### config.mk
export PLATFORM = sky130hd
export DESIGN_NAME = sign_grad_tracker
export DESIGN_NICKNAME = d
export VERILOG_FILES = /design/src/rtl/sgt_pkg.sv /design/src/rtl/sgt_slope_sense.sv /design/src/rtl/sgt_step_accum.sv /design/src/rtl/sign_grad_tracker.sv
export SDC_FILE = /design/constraint.sdc
export NUM_CORES = 1
export LEC_CHECK = 0
export BUFFER_PORTS_ARGS = -buffer_cell sky130_fd_sc_hd__buf_4
export CAP_MARGIN = 20
export CORE_MARGIN = 2
export CORE_UTILIZATION = 28
export CTS_BUF_LIST = sky130_fd_sc_hd__clkbuf_4
export CTS_CLUSTER_DIAMETER = 80
export DETAILED_ROUTE_END_ITERATION = 6
export GPL_TIMING_DRIVEN = 0
export SYNTH_ARGS = -nofsm -noshare
export SYNTH_HDL_FRONTEND = slang
export SYNTH_SLANG_ARGS = --single-unit
### constraint.sdc
create_clock -name clk -period 4.28 [get_ports clk]
set_clock_uncertainty 0.15 [all_clocks]
set_input_delay 0.856 -clock clk [delete_from_list [all_inputs] [get_ports clk]]
set_output_delay 0.856 -clock clk [all_outputs]
set_load 0.1 [all_outputs]
### src/rtl/sgt_pkg.sv
package sgt_pkg;

    // Direction chosen from the sign of the power change
    typedef enum logic [1:0] {
        DIR_HOLD = 2'd0,
        DIR_UP   = 2'd1,
        DIR_DOWN = 2'd2
    } dir_e;

    // Output of the slope sensor: an evaluated direction and its qualifier
    typedef struct packed {
        logic vld;
        dir_e dir;
    } slope_t;

    // Sign of a signed difference mapped to a direction
    function automatic dir_e dir_of(input logic neg, input logic zero);
        if (zero)     return DIR_HOLD;
        else if (neg) return DIR_DOWN;
        else          return DIR_UP;
    endfunction

endpackage

### src/rtl/sgt_slope_sense.sv
module sgt_slope_sense
    import sgt_pkg::*;
#(
    parameter int PWR_W = 16
) (
    input  logic             clk,
    input  logic             rst,
    input  logic             pwr_valid,
    input  logic [PWR_W-1:0] pwr_value,
    output slope_t           slope
);
    localparam int DIFF_W = PWR_W + 1;

    logic [PWR_W-1:0]        prev_q;
    logic                    have_q;
    logic signed [DIFF_W-1:0] diff;

    // current minus previous, both zero-extended
    assign diff = $signed({1'b0, pwr_value}) - $signed({1'b0, prev_q});

    always_ff @(posedge clk) begin
        if (rst) begin
            prev_q    <= '0;
            have_q    <= 1'b0;
            slope.vld <= 1'b0;
            slope.dir <= DIR_HOLD;
        end else begin
            slope.vld <= pwr_valid && have_q;
            if (pwr_valid) begin
                prev_q    <= pwr_value;
                have_q    <= 1'b1;
                slope.dir <= dir_of(diff[DIFF_W-1], diff == '0);
            end
        end
    end
endmodule

### src/rtl/sgt_step_accum.sv
module sgt_step_accum
    import sgt_pkg::*;
#(
    parameter int CODE_W = 12,
    parameter int STEP   = 1
) (
    input  logic              clk,
    input  logic              rst,
    input  slope_t            slope,
    output logic [CODE_W-1:0] code,
    output logic              code_vld
);
    localparam int XW = CODE_W + 2;
    localparam logic signed [XW-1:0] MAX_X  = XW'((2 ** (CODE_W - 1)) - 1);
    localparam logic signed [XW-1:0] MIN_X  = -XW'(2 ** (CODE_W - 1));
    localparam logic signed [XW-1:0] STEP_X = XW'(STEP);

    logic signed [XW-1:0] code_x;
    logic signed [XW-1:0] sum;
    logic [CODE_W-1:0]    next_code;

    assign code_x = XW'($signed(code));

    always_comb begin
        unique case (slope.dir)
            DIR_UP:   sum = code_x + STEP_X;
            DIR_DOWN: sum = code_x - STEP_X;
            default:  sum = code_x;
        endcase
        if (sum > MAX_X)      next_code = MAX_X[CODE_W-1:0];
        else if (sum < MIN_X) next_code = MIN_X[CODE_W-1:0];
        else                  next_code = sum[CODE_W-1:0];
    end

    always_ff @(posedge clk) begin
        if (rst) begin
            code     <= '0;
            code_vld <= 1'b0;
        end else begin
            code_vld <= slope.vld;
            if (slope.vld) code <= next_code;
        end
    end
endmodule

### src/rtl/sign_grad_tracker.sv
module sign_grad_tracker
    import sgt_pkg::*;
#(
    parameter int PWR_W  = 16,
    parameter int CODE_W = 12,
    parameter int FRAC_W = 5
) (
    input  logic              clk,
    input  logic              rst,
    input  logic              pwr_valid,
    input  logic [PWR_W-1:0]  pwr_value,
    output logic [CODE_W-1:0] est_code,
    output logic              est_valid
);
    // one increment is 1/32 LSB expressed in code units
    localparam int STEP_CODE = 1 << (FRAC_W - 5);

    slope_t slope;

    sgt_slope_sense #(.PWR_W(PWR_W)) u_sense (
        .clk       (clk),
        .rst       (rst),
        .pwr_valid (pwr_valid),
        .pwr_value (pwr_value),
        .slope     (slope)
    );

    sgt_step_accum #(.CODE_W(CODE_W), .STEP(STEP_CODE)) u_accum (
        .clk      (clk),
        .rst      (rst),
        .slope    (slope),
        .code     (est_code),
        .code_vld (est_valid)
    );
endmodule

==> Word-level counts from Yosys, hierarchy flattened <==
Cells that the tools add are included.
{ "classes": {"add_sub_neg": 3, "n_lt_le_gt_ge": 2, "n_eq_ne": 2, "muxes": 5, "reduce_logical": 2} }
{ "ops": {"columns": ["cell", "n"], "rows": [
  ["14-bit one-hot mux with 2 select lines", 1],
  ["12-bit 2-to-1 mux", 2],
  ["17-bit zero test", 1],
  ["16-bit by 16-bit subtractor with 17-bit output", 1],
  ["14-bit by 12-bit > comparator with 1-bit output (second input constant)", 1],
  ["14-bit by 12-bit < comparator with 1-bit output (second input constant)", 1],
  ["12-bit by 2-bit adder with 13-bit output (second input constant)", 1],
  ["12-bit by 2-bit subtractor with 13-bit output (second input constant)", 1],
  ["2-bit 2-to-1 mux", 2],
  ["2-bit by 1-bit == test with 1-bit output (second input constant)", 1],
  ["2-bit == test (second input constant)", 1],
  ["1-bit logical AND", 1]
]} }
{ "word_totals": {"register_bits": 33, "in_bits": 19, "output_inout_bits": 13, "elab_cells": 20} }

==> Logic depth before layout (Yosys ltp) <==
Gate-level depths: netlist (run 1).
{ "logic_depth": {"depth_word": 5, "mapped_depth": 16, "ltp_nobuf": 12} }

==> Modules after synthesis <==
From an unflattened synthesis (run 1), not the netlist that was laid out.
{ "unflattened": {"cells_unflattened": 428, "hier_area_um2": 3154.3} }
{ "modules_own_cells": {"columns": ["mod", "instances", "cells_each", "area_each_um2", "seq_area_each_um2"], "rows": [
  ["sgt_slope_sense", 1, 205, 1611.5, 400.4],
  ["sgt_step_accum", 1, 223, 1542.7, 260.2]
]} }

==> Least setup slack after synthesis (run 1) <==
OpenSTA, ideal clock, no wires.
{ "synth_path": {"kind": "register -> register", "start": "reg, netlist name u_sense.slope[0]", "end": "reg u_accum.code[8]", "setup_time_ns": 0.077, "arrival_ns": 3.368, "t_required_ns": 4.053, "setup_slack_ns": 0.685, "stages_incl_launch_ff": 16, "synth_period_minus_slack_ns": 3.595, "cell_sequence": "dfxtp_1 inv_1 ha_1 buf_2 buf_1 clkbuf_1 xor2_1 ha_1 a21boi_0 o22ai_1 o311a_1 nor3_1 nor2_1 buf_6 or3b_1 a41oi_2"} }
{ "synth_between": {"elab_chain_len": 5, "word_cells_on_any_way": 7, "cone_classes": "2 x order compare; 2 x eq/ne; 3 x mux"} }
{ "synth_lines": {"columns": ["element", "line_no", "source"], "rows": [
  ["2-bit == test or 2-bit by 1-bit == test with 1-bit output (tied branches)", "sgt_step_accum.sv:25", "unique case (slope.dir)"],
  ["14-bit one-hot mux with 2 select lines *", "sgt_step_accum.sv:25", null],
  ["14-bit by 12-bit < comparator with 1-bit output", "sgt_step_accum.sv:31", "else if (sum < MIN_X) next_code = MIN_X[CODE_W-1:0];"],
  ["12-bit 2-to-1 mux", "sgt_step_accum.sv:31", null],
  ["12-bit 2-to-1 mux *", "sgt_step_accum.sv:30", "if (sum > MAX_X) next_code = MAX_X[CODE_W-1:0];"],
  ["end signal, assigned", "sgt_step_accum.sv:41", "if (slope.vld) code <= next_code;"],
  ["end, declared", "sgt_step_accum.sv:10", "output logic [CODE_W-1:0] code,"]
]} }
Mark *: on every way between the ends. The rest lies on a longest branch, timed or not.
A chain may end at the register's enable or synchronous reset.

==> Final worst setup path (run 1) <==
{ "layout_path": {"start": "reg, netlist name u_sense.slope[0]", "end": "reg u_accum.code[8]"} }
{ "layout_between": {"elab_chain_len": 5, "word_cells_on_any_way": 7, "cone_classes": "2 x order compare; 2 x eq/ne; 3 x mux"} }
{ "layout_lines": {"columns": ["element", "line_no"], "rows": [
  ["2-bit == test or 2-bit by 1-bit == test with 1-bit output (tied branches)", "sgt_step_accum.sv:25"],
  ["14-bit one-hot mux with 2 select lines *", "sgt_step_accum.sv:25"],
  ["14-bit by 12-bit < comparator with 1-bit output", "sgt_step_accum.sv:31"],
  ["12-bit 2-to-1 mux", "sgt_step_accum.sv:31"],
  ["12-bit 2-to-1 mux *", "sgt_step_accum.sv:30"]
]} }
Marks and branches as above.

==> metrics, run 1 <==
fin. max-slew vios=0; CP max stage delay=0.44 ns; relative slew slack=0.370; #FFs+latches synth=33; initial core utilization=0.291; Clk pwr share=0.260; FFs w/ async S/R, synth=0; Core Region=10,400 µm²; Reg clk slew, reported paths=0.12 ns; Rows=37; CP max stage cell=o311a_1; Peak VDD IR=~0.11 mV; status=finished, final reports clean; switch share=0.385; CP most frequent cell=clkbuf_2; PD cells=roughly 280 nW/µm²; Die W=108 µm; post-synthesis cell count=406; Final nets=482; DR iter-0 viols=151; sequential share of power=0.347; Final Hold Vio Count=0; vias per std cell=5.45; Fin Setup TNS=0 ns; total number of vias=3,161; synth warn=0; gpl congestion=0.938; Crit Path Max Fanout=10; fin crit period=3.97 ns; CTS tree=yes; Comb pwr share=0.394; first-pass GRT wire length=14.1 mm; HPWL after DPL=6.29 mm; CTS Root Buffer Type=clkbuf_4; r2r setup slk=0.31 ns; Setup CP Type=reg2reg; Ports=32; max_cap viols=0; Critical Path Start Type=flop; Pwr Total=0.971 mW; Post-Synthesis Cell Area=~3000 µm²; H-tree levels=2; number of synthesized flops with an enable pin=0; wire per inst=14.6 µm; die area=between 10,000 and 15,000 µm²; Psw=0.374 mW; Port Buf Inserts=30; Final Instance Area=3500 µm²; top_reg_cell synth=dfxtp_1; crit-path leading delay family=buffers and inverters; share of layout cells above drive strength 1=0.122; Overall Global Routing Usage=0.150; hold crit path type=reg2reg; DRT Pass-1 Iters=5; ANT cells=0; Remaining Overflow, GRT=0; Critical Path End Type=flop; worst skew pair latency=0.35 ns; vias in the first global route=3,005; Worst Path Required=4.41 ns; Final period util=0.927; CTS buffer count=5; P_leak=1.37 nW; Final Util=0.337; residual DRC count=0; final wirelength=roughly 8.5 mm; Seq/Total Area, Yosys=0.219; Worst EP arrival=4.10 ns; Synthesized Nets=roughly 450; Peak Freq=0.252 GHz; Placed Instance Area=3410 µm²; clock buffer depth=2; die height=between 100 and 150 µm; pin count of the biggest net entering global routing=11; initial antenna violation count=0; Final setup viols=0; Internal=about 0.6 mW; cells along the critical path=inv_1 -> ha_2 -> buf_2 -> clkbuf_2 -> clkbuf_2 -> xor2_1 -> ha_1 -> a21boi_0 -> o22ai_1 -> o311a_1 -> nor3_1 -> nor2_1 -> buf_6 -> or3b_1 -> a41oi_2; Distinct cells, synth=65; post-route ant nets=0; worst-margin pin slew=0.939 ns; CP Buf/Inv Count=5; average size of a mapped cell=about 7.4 µm²; clock tree sinks=33; area grow syn2layout=15.9%
-- worst min-delay path, cell delays in order, from the launching register on --
cell and delay [ns]:
dfxtp_1 0.33, nand2_1 0.06, nor2_1 0.03
-- sequential cells by signal (all words and copies together), names as in the netlist --
| signal | count |
|---|---|
| u_sense.have_q | 1 |
| u_accum.code | 12 |
| u_sense.prev_q | 16 |
| u_accum.code_vld | 1 |
| u_sense.slope | 3 |
-- cell families after synthesis --
group / synth area share
buffers and inverters: 0.0734
AOI/OAI and AO/OA: 0.253
xor gates and xnor gates: 0.0406
adders and majority gates: 0.0854
muxes: 0.0672
DFF: 0.219
and+or+nand+nor: 0.261
-- per-stage QoR --
| step | hold slack [ns] | setup WS [ns] | instances |
|---|---|---|---|
| final | 0.293 | 0.313 | 580 |
| after global routing | 0.334 | -0.00329 | 580 |
| after CTS | 0.294 | 0.0937 | 580 |
| after detailed placement | 0.276 | -0.0289 | 572 |
| after global placement | 0.273 | -0.00289 | 572 |
| after floorplan | 0.269 | 0.685 | 406 |
-- power by group through the flow --
stage / registers (mW) / clock network, mW / logic, mW
final: 0.337 / 0.252 / 0.382
after floorplan: 0.375 / 0 / 0.253
after global placement: 0.343 / 0 / 0.370
after CTS: 0.336 / 0.260 / 0.378
after detailed placement: 0.343 / 0 / 0.376
after global routing: 0.339 / 0.271 / 0.422
-- final timing paths --
kind               startpoint                to  cells past startpoint
max reg2reg  u_sense.slope[0]   u_accum.code[8]                     15
min            u_sense.have_q  u_sense.slope[2]                      2
min reg2reg    u_sense.have_q  u_sense.slope[2]                      2
max          u_sense.slope[0]   u_accum.code[8]                     15
-- synthesized netlist by cell type, types with 3 or more instances --
cell type / number / area, µm²
nor2_1: 47 / 176
a21o_1: 4 / 30.0
or3_1: 3 / 18.8
a31oi_1: 10 / 62.6
and3_1: 4 / 25.0
a211oi_1: 6 / 45.0
ha_1: 19 / 238
nand2_1: 32 / 120
mux2i_1: 18 / 180
a2bb2oi_1: 3 / 26.3
o31a_1: 4 / 35.0
nand3_1: 8 / 40.0
dfxtp_1: 33 / 661
a22oi_1: 3 / 22.5
or4_1: 3 / 22.5
buf_1: 4 / 15.0
nor3_1: 10 / 50.1
a21oi_1: 21 / 105
o211ai_1: 3 / 22.5
nand2b_1: 7 / 43.8
nand3b_1: 9 / 67.6
o21a_1: 5 / 37.5
xnor2_1: 10 / 87.6
xor2_1: 4 / 35.0
o211a_1: 3 / 30.0
o21ai_0: 21 / 105
nor4_1: 6 / 37.5
nand4_1: 5 / 31.3
clkbuf_1: 18 / 67.6
buf_2: 3 / 15.0
inv_1: 29 / 109
nor2b_1: 7 / 43.8
-- what timing repair did --
item                                   4_1_cts  5_1_grt
gates resized for setup                      1        4
setup endpoints to repair                   10       10
buffers inserted                             0        0
endpoints found under the hold margin        0        0
hold buffers                                 0        0
-- final cells by class --
| class | count | area [µm²] |
|---|---|---|
| Fill cell | 1173 | 6870 |
| Multi-Input combinational cell | 317 | 2140 |
| Sequential cell | 33 | 661 |
| Timing Repair Buffer | 30 | 225 |
| Tap cell | 136 | 170 |
| Buffer | 26 | 113 |
| Inverter | 30 | 113 |
| Clock buffer | 6 | 45.0 |
| Clock inverter | 2 | 33.8 |
-- routing by layer --
metal,up-vias,part of all wire,GRT usage
met5,-,0,0
met3,15,0.084,0.0315
li1,1558,-,-
met4,0,0.014,0.0330
met2,120,0.47,0.259
met1,1468,0.43,0.191
-- placed cells by master (no fill, tap or decap), drive strengths merged, types with 4 or more instances in the layout --
| cell type | instances |
|---|---|
| a211oi | 6 |
| nand3 | 8 |
| and3 | 4 |
| nor2b | 7 |
| a21oi | 21 |
| dfxtp | 33 |
| nor3 | 10 |
| nand4 | 5 |
| nand3b | 9 |
| mux2i | 18 |
| buf | 37 |
| ha | 19 |
| xnor2 | 10 |
| o21a | 5 |
| clkbuf | 25 |
| a31oi | 10 |
| nor4 | 7 |
| xor2 | 4 |
| nand2 | 32 |
| o31a | 4 |
| inv | 29 |
| a21o | 4 |
| nand2b | 7 |
| nor2 | 47 |
| o21ai | 21 |
Note: power is estimated with default switching activity, not from simulation.
==> inputs of run 2 (changes only) <==
--- a/config.mk
+++ b/config.mk
@@ -13,6 +13,7 @@
 export CTS_CLUSTER_DIAMETER = 80
 export DETAILED_ROUTE_END_ITERATION = 6
 export GPL_TIMING_DRIVEN = 0
+export REMOVE_ABC_BUFFERS = 1
 export SYNTH_ARGS = -nofsm -noshare
 export SYNTH_HDL_FRONTEND = slang
 export SYNTH_SLANG_ARGS = --single-unit
==> metrics, run 2 (same netlist as run 1, synthesis figures left out) <==
status=finished, final reports clean (unchanged); r2r setup slk=0.46 ns (was 0.31 ns); first-pass GRT wire length=12.7 mm (was 14.1 mm); DR iter-0 viols=434 (was 151); wire per inst=13.8 µm (was 14.6 µm); Overall Global Routing Usage=0.132 (was 0.150); hold crit path type=reg2reg (unchanged); Worst EP arrival=3.93 ns (was 4.10 ns); vias in the first global route=2,673 (was 3,005); gpl congestion=0.899 (was 0.938); hold depth=2 (unchanged); pin count of the biggest net entering global routing=36 (was 11); Final Hold Vio Count=0 (unchanged); CTS buffer count=5 (unchanged); Crit Path Max Fanout=34 (was 10); HPWL after DPL=5.48 mm (was 6.29 mm); fin crit period=3.82 ns (was 3.97 ns); max_cap viols=0 (unchanged); hold endpoint=u_sense.slope[2] (unchanged); H-tree levels=2 (unchanged); share of layout cells above drive strength 1=0.119 (was 0.122); CP max stage cell=ha_2 (was o311a_1); Register Area=661 µm² (unchanged); Worst Path Required=4.39 ns (was 4.41 ns); Core Region=10,400 µm² (unchanged); worst skew pair latency=0.33 ns (was 0.35 ns); Cells after DPL=547 (was 572); Setup CP Type=reg2reg (unchanged); total number of vias=2,990 (was 3,161); PnR worst setup slack=0.458 ns (was 0.313 ns); clock tree sinks=33 (unchanged); Critical R2R Launch=u_sense.slope[0] (unchanged); Clk pwr share=0.251 (was 0.260); residual DRC count=0 (unchanged); Peak VDD IR=0.132 mV (was 0.114 mV); max reg flops=16 (unchanged); area grow syn2layout=12.8% (was 15.9%); Multi-input gate area=2140 µm² (about the same); post-route ant nets=0 (unchanged); die area=11,600 µm² (unchanged); HP Start=u_sense.have_q (unchanged); fill cell total of the finished layout=1,118 (was 1,173); initial antenna violation count=0 (unchanged); vias per std cell=5.38 (was 5.45); Pwr Total=0.934 mW (was 0.971 mW); Internal=0.590 mW (was 0.598 mW); die height=108 µm (unchanged); Finished Layout Cells=556 (was 580); CTS hold repair buffers=0 (unchanged); Final setup viols=0 (unchanged); P_leak=1.32 nW (was 1.37 nW); Ports=32 (unchanged); most common cell after layout, fill and taps aside=nor2_1 (unchanged); relative slew slack=0.544 (was 0.370); CTS Root Buffer Type=clkbuf_4 (unchanged); Critical Path Start Type=flop (unchanged); fin. max-slew vios=0 (unchanged); CP max stage delay=0.60 ns (was 0.44 ns); worst-margin pin slew=0.685 ns (was 0.939 ns); Port Buf Inserts=31 (was 30); unrepaired setup endpoints after global routing=no; DRT Pass-1 Iters=4 (was 5); Reg clk slew, reported paths=0.11 ns (was 0.12 ns); Biggest register=u_sense.prev_q (unchanged); crit-path leading delay family=simple AND/OR/NAND/NOR gates (was buffers and inverters); sequential share of power=0.370 (was 0.347); Critical Path End Type=flop (unchanged); initial core utilization=0.291 (unchanged); R2R Path End=u_accum.code[3] (was u_accum.code[8]); Rows=37 (unchanged); pre-CTS setup slack=-0.00156 ns (was -0.0289 ns); Psw=0.345 mW (was 0.374 mW); switch share=0.369 (was 0.385); PD cells=275 nW/µm² (was 278 nW/µm²); final wirelength=7.65 mm (was 8.48 mm); Peak Freq=0.262 GHz (was 0.252 GHz); r2r worst-path depth=10 (was 15); Die W=108 µm (unchanged); cells along the critical path=inv_1 -> ha_2 -> or4b_4 -> o22a_1 -> o2111a_1 -> nor4_2 -> nor2_2 -> nor2b_1 -> nand4_1 -> a31oi_1 (was inv_1 -> ha_2 -> buf_2 -> clkbuf_2 -> clkbuf_2 -> xor2_1 -> ha_1 -> a21boi_0 -> o22ai_1 -> o311a_1 -> nor3_1 -> nor2_1 -> buf_6 -> or3b_1 -> a41oi_2); Final period util=0.893 (was 0.927); Comb pwr share=0.379 (was 0.394); Remaining Overflow, GRT=0 (unchanged); clock buffer depth=2 (unchanged); Final nets=457 (was 482); CTS tree=yes (unchanged); CP Buf/Inv Count=1 (was 5); commonest non-fill, non-tap cells in the layout=nor2_1, dfxtp_1, nand2_1 (unchanged); biggest registers after layout=u_sense.prev_q: 16 flops, u_accum.code: 12 flops, u_sense.slope: 3 flops (unchanged)
==> run 2: metal layers <==
| metal | part of all wire | GRT usage |
|---|---|---|
| met1 | 0.49 | 0.182 |
| met2 | 0.45 | 0.208 |
| met3 | 0.041 | 0.0194 |
| met4 | 0.019 | 0.0467 |
| met5 | 0 | 0 |
==> run 2: tightest hold or removal path: stages, from the launching register on <==
cell	delay, ns
dfxtp_1	0.33
nand2_1	0.06
nor2_1	0.03
==> run 2: stage by stage <==
| step | hold WS, ns | cell area [µm²] | utilization | setup TNS, ns |
|---|---|---|---|---|
| after global placement | 0.276 | 3310 | 0.319 | 0 |
| after CTS | 0.300 | 3390 | 0.327 | 0 |
| after floorplan | 0.267 | 2910 | - | 0 |
| after global routing | 0.323 | 3400 | 0.328 | 0 |
| after detailed placement | 0.283 | 3310 | 0.319 | -0.00253 |
| final | 0.298 | 3400 | 0.328 | 0 |
==> run 2: worst max path at each step <==
| stage | cells after the start | from | to |
|---|---|---|---|
| floorplan | 10 | u_sense.slope[0] | u_accum.code[8] |
| global placement | 10 | u_sense.slope[0] | u_accum.code[3] |
| detailed placement | 10 | u_sense.slope[0] | u_accum.code[3] |
| CTS | 10 | u_sense.slope[0] | u_accum.code[3] |
| global route | 11 | u_sense.slope[1] | u_accum.code[4] |
| finish | 10 | u_sense.slope[0] | u_accum.code[3] |
==> run 2: cell type report <==
cell class,count,area share
tap,136,0.0500
multi-input combinational,317,0.630
sequential,33,0.194
antenna,1,0.000736
inverter,30,0.0331
clock buffer,6,0.0132
timing repair buffer,31,0.0684
clock inverter,2,0.00993
==> run 2: power groups by stage <==
stage | Sequential, mW | Clock [mW] | Combinational, mW
finish | 0.346 | 0.234 | 0.354
global route | 0.349 | 0.262 | 0.392
CTS | 0.345 | 0.249 | 0.351
detailed placement | 0.352 | 0 | 0.349
global placement | 0.351 | 0 | 0.344
floorplan | 0.381 | 0 | 0.230
==> run 2: timing repair <==
| item | in CTS | in global routing |
|---|---|---|
| gates resized for setup | 1 | 2 |
| setup buffers | 0 | 0 |
| endpoints found under the setup margin | 7 | 5 |
| pin swaps | 0 | 0 |
==> inputs of run 3 (changes only) <==
--- a/config.mk
+++ b/config.mk
@@ -6,7 +6,7 @@
 export NUM_CORES = 1
 export LEC_CHECK = 0
 export BUFFER_PORTS_ARGS = -buffer_cell sky130_fd_sc_hd__buf_4
-export CAP_MARGIN = 20
+export CAP_MARGIN = 25
 export CORE_MARGIN = 2
 export CORE_UTILIZATION = 28
 export CTS_BUF_LIST = sky130_fd_sc_hd__clkbuf_4
@@ -16,4 +16,5 @@
 export REMOVE_ABC_BUFFERS = 1
 export SYNTH_ARGS = -nofsm -noshare
 export SYNTH_HDL_FRONTEND = slang
+export SYNTH_HIERARCHICAL = 1
 export SYNTH_SLANG_ARGS = --single-unit
==> metrics, run 3 <==
relative slew slack=0.495 (was 0.544); clock buffer depth=2 (unchanged); Peak Freq=0.278 GHz (was 0.262 GHz); Synth top area share=0.209 (was 0.219); Biggest register=u_sense/prev_q (was u_sense.prev_q); CTS buffer count=5 (unchanged); Setup CP Type=reg2reg (unchanged); HPWL after DPL=6.09 mm (was 5.48 mm); worst-margin pin slew=0.747 ns (was 0.685 ns); ANT cells=0 (was 1); unrepaired setup endpoints after global routing=no (unchanged); r2r worst-path depth=12 (was 10); Final Instance Area=3580 µm² (was 3400 µm²); FFs w/ async S/R, synth=0 (unchanged); P_leak=1.43 nW (was 1.32 nW); hold depth=2 (unchanged); post-synthesis cell count=428 (was 406); Critical R2R Launch=u_sense/slope[0] (was u_sense.slope[0]); Hold WS=0.295 ns (was 0.298 ns); total number of vias=3,232 (was 2,990); Placed Instance Area=3450 µm² (was 3310 µm²); Seq/Total Area, Yosys=0.209 (was 0.219); Peak VDD IR=0.124 mV (was 0.132 mV); fin. max-slew vios=0 (unchanged); synth warn=6 (was 0); hold endpoint=u_sense/slope[2] (was u_sense.slope[2]); Core Region=10,900 µm² (was 10,400 µm²); pre-CTS setup slack=0.291 ns (was -0.00156 ns); Final nets=483 (was 457); die area=12,100 µm² (was 11,600 µm²); Port Buf Inserts=31 (unchanged); Worst EP arrival=3.70 ns (was 3.93 ns); Final period util=0.840 (was 0.893); initial core utilization=0.288 (was 0.291); average size of a mapped cell=7.37 µm² (was 7.43 µm²); Reg clk slew, reported paths=0.13 ns (was 0.11 ns); count leader, synth=nor2_1 (unchanged); worst skew pair latency=0.35 ns (was 0.33 ns); Synth area leaders=dfxtp_1, ha_1, nor2_1 (was dfxtp_1, ha_1, mux2i_1); vias per std cell=5.52 (was 5.38); Final setup viols=0 (unchanged); Final Hold Vio Count=0 (unchanged); max_cap viols=0 (unchanged); Distinct cells, synth=72 (was 65); CTS Root Buffer Type=clkbuf_4 (unchanged); status=finished, final reports clean (unchanged); DR iter-0 viols=317 (was 434); H-tree levels=2 (unchanged); CTS tree=yes (unchanged); Ports=32 (unchanged); initial antenna violation count=0 (unchanged); PnR worst setup slack=0.685 ns (was 0.458 ns); top_reg_cell synth=dfxtp_1 (unchanged); gpl congestion=0.869 (was 0.899); post-route ant nets=0 (unchanged); pin count of the biggest net entering global routing=33 (was 36); Fin Setup TNS=0 ns (unchanged); biggest registers after layout=u_sense/prev_q: 16 flops, u_accum/code: 12 flops, u_sense/slope: 3 flops (was u_sense.prev_q: 16 flops, u_accum.code: 12 flops, u_sense.slope: 3 flops); fin crit period=3.60 ns (was 3.82 ns); CTS hold repair buffers=0 (unchanged); area grow syn2layout=13.4% (was 12.8%); hold crit path type=reg2reg (unchanged); R2R Path End=u_accum/code[6] (was u_accum.code[3]); Overall Global Routing Usage=0.142 (was 0.132); wire per inst=14.6 µm (was 13.8 µm); most instantiated cells after synthesis=nor2_1, inv_1, nand2_1, dfxtp_1, a21oi_1 (was nor2_1, dfxtp_1, nand2_1, inv_1); Rows=38 (was 37); Remaining Overflow, GRT=0 (unchanged); Critical Path End Type=flop (unchanged); clock tree sinks=33 (unchanged); residual DRC count=0 (unchanged); Crit Path Max Fanout=30 (was 34); post-cts gate resize count=0 (was 1); cell taking the most area after synthesis=dfxtp_1 (unchanged); PD cells=254 nW/µm² (was 275 nW/µm²); Worst Path Required=4.39 ns (about the same); Die W=110 µm (was 108 µm); r2r setup slk=0.68 ns (was 0.46 ns); Setup Buffers After CTS=0 (unchanged); die height=110 µm (was 108 µm); first-pass GRT wire length=14.2 mm (was 12.7 mm); number of synthesized flops with an enable pin=0 (unchanged); Critical Path Start Type=flop (unchanged); commonest non-fill, non-tap cells in the layout=nor2_1, inv_1, nand2_1 (was nor2_1, dfxtp_1, nand2_1); HP Start=u_sense/have_q (was u_sense.have_q); DRT Pass-1 Iters=7 (was 4); vias in the first global route=2,943 (was 2,673); max reg flops=16 (unchanged); Post-Synthesis Cell Area=3150 µm² (was 3020 µm²); share of layout cells above drive strength 1=0.117 (was 0.119); most common cell after layout, fill and taps aside=nor2_1 (unchanged); #FFs+latches synth=33 (unchanged); final wirelength=8.52 mm (was 7.65 mm)
run 3: worst max-delay path by stage:
| stage | start | to | slack [ns] |
|---|---|---|---|
| CTS | u_sense/slope[0] | u_accum/code[6] | 0.22 |
| global placement | u_sense/slope[0] | u_accum/code[10] | 0.39 |
| finish | u_sense/slope[0] | u_accum/code[6] | 0.68 |
| global route | u_sense/slope[0] | u_accum/code[5] | 0.40 |
| detailed placement | u_sense/slope[0] | u_accum/code[6] | 0.29 |
| floorplan | u_accum/code[1] | u_accum/code[6] | 0.81 |
run 3: metal layers:
| layer | vias up | track usage | part of all wire |
|---|---|---|---|
| li1 | 1601 | - | - |
| met1 | 1510 | 0.205 | 0.48 |
| met2 | 115 | 0.223 | 0.46 |
| met3 | 6 | 0.0176 | 0.050 |
| met4 | 0 | 0.0393 | 0.0089 |
| met5 | - | 0 | 0 |
run 3: logic make-up (layout without fill, tap and decap cells):
family / after synthesis / count (layout) / share of synthesized area
XOR/XNOR: 7 / 7 / 0.0194
multiplexers: 18 / 18 / 0.0571
adder cells (fa/ha/maj): 20 / 20 / 0.0817
flip-flops: 33 / 33 / 0.209
AO/OA/AOI/OAI: 131 / 131 / 0.299
buffers and inverters: 62 / 79 / 0.0817
AND/OR/NAND/NOR: 157 / 157 / 0.251
run 3: power by group:
part / switching [mW] / internal (mW)
combinational: 0.201 / 0.127
clock: 0.121 / 0.121
sequential: 0.0172 / 0.322
total: 0.340 / 0.571
run 3: layout make-up:
| class | count | area (µm²) |
|---|---|---|
| clock inverters | 3 | 41.3 |
| fillers | 1190 | 7360 |
| inverters | 38 | 143 |
| repair buffers | 33 | 285 |
| well taps | 140 | 175 |
| multi-input cells | 333 | 2240 |
| clock buffers | 5 | 37.5 |
| flip-flops and latches | 33 | 661 |
run 3: worst max-delay path, stage by stage (launching register included):
cell and delay, ns:
dfxtp_1 0.34, inv_1 0.08, ha_1 0.28, buf_16 0.21
xor2_1 0.17, ha_1 0.21, nor4_1 0.08, nor4_4 0.48
a31o_2 0.34, o2111ai_2 0.19, a211oi_4 0.53, nor4_1 0.12
nor4_1 0.31
run 3: per-stage QoR:
stage	utilization	instances	power (mW)
after CTS	0.322	583	0.909
after global placement	0.315	575	0.657
final	0.327	585	0.910
after global routing	0.327	585	0.969
after floorplan	-	404	0.578
after detailed placement	0.315	575	0.661
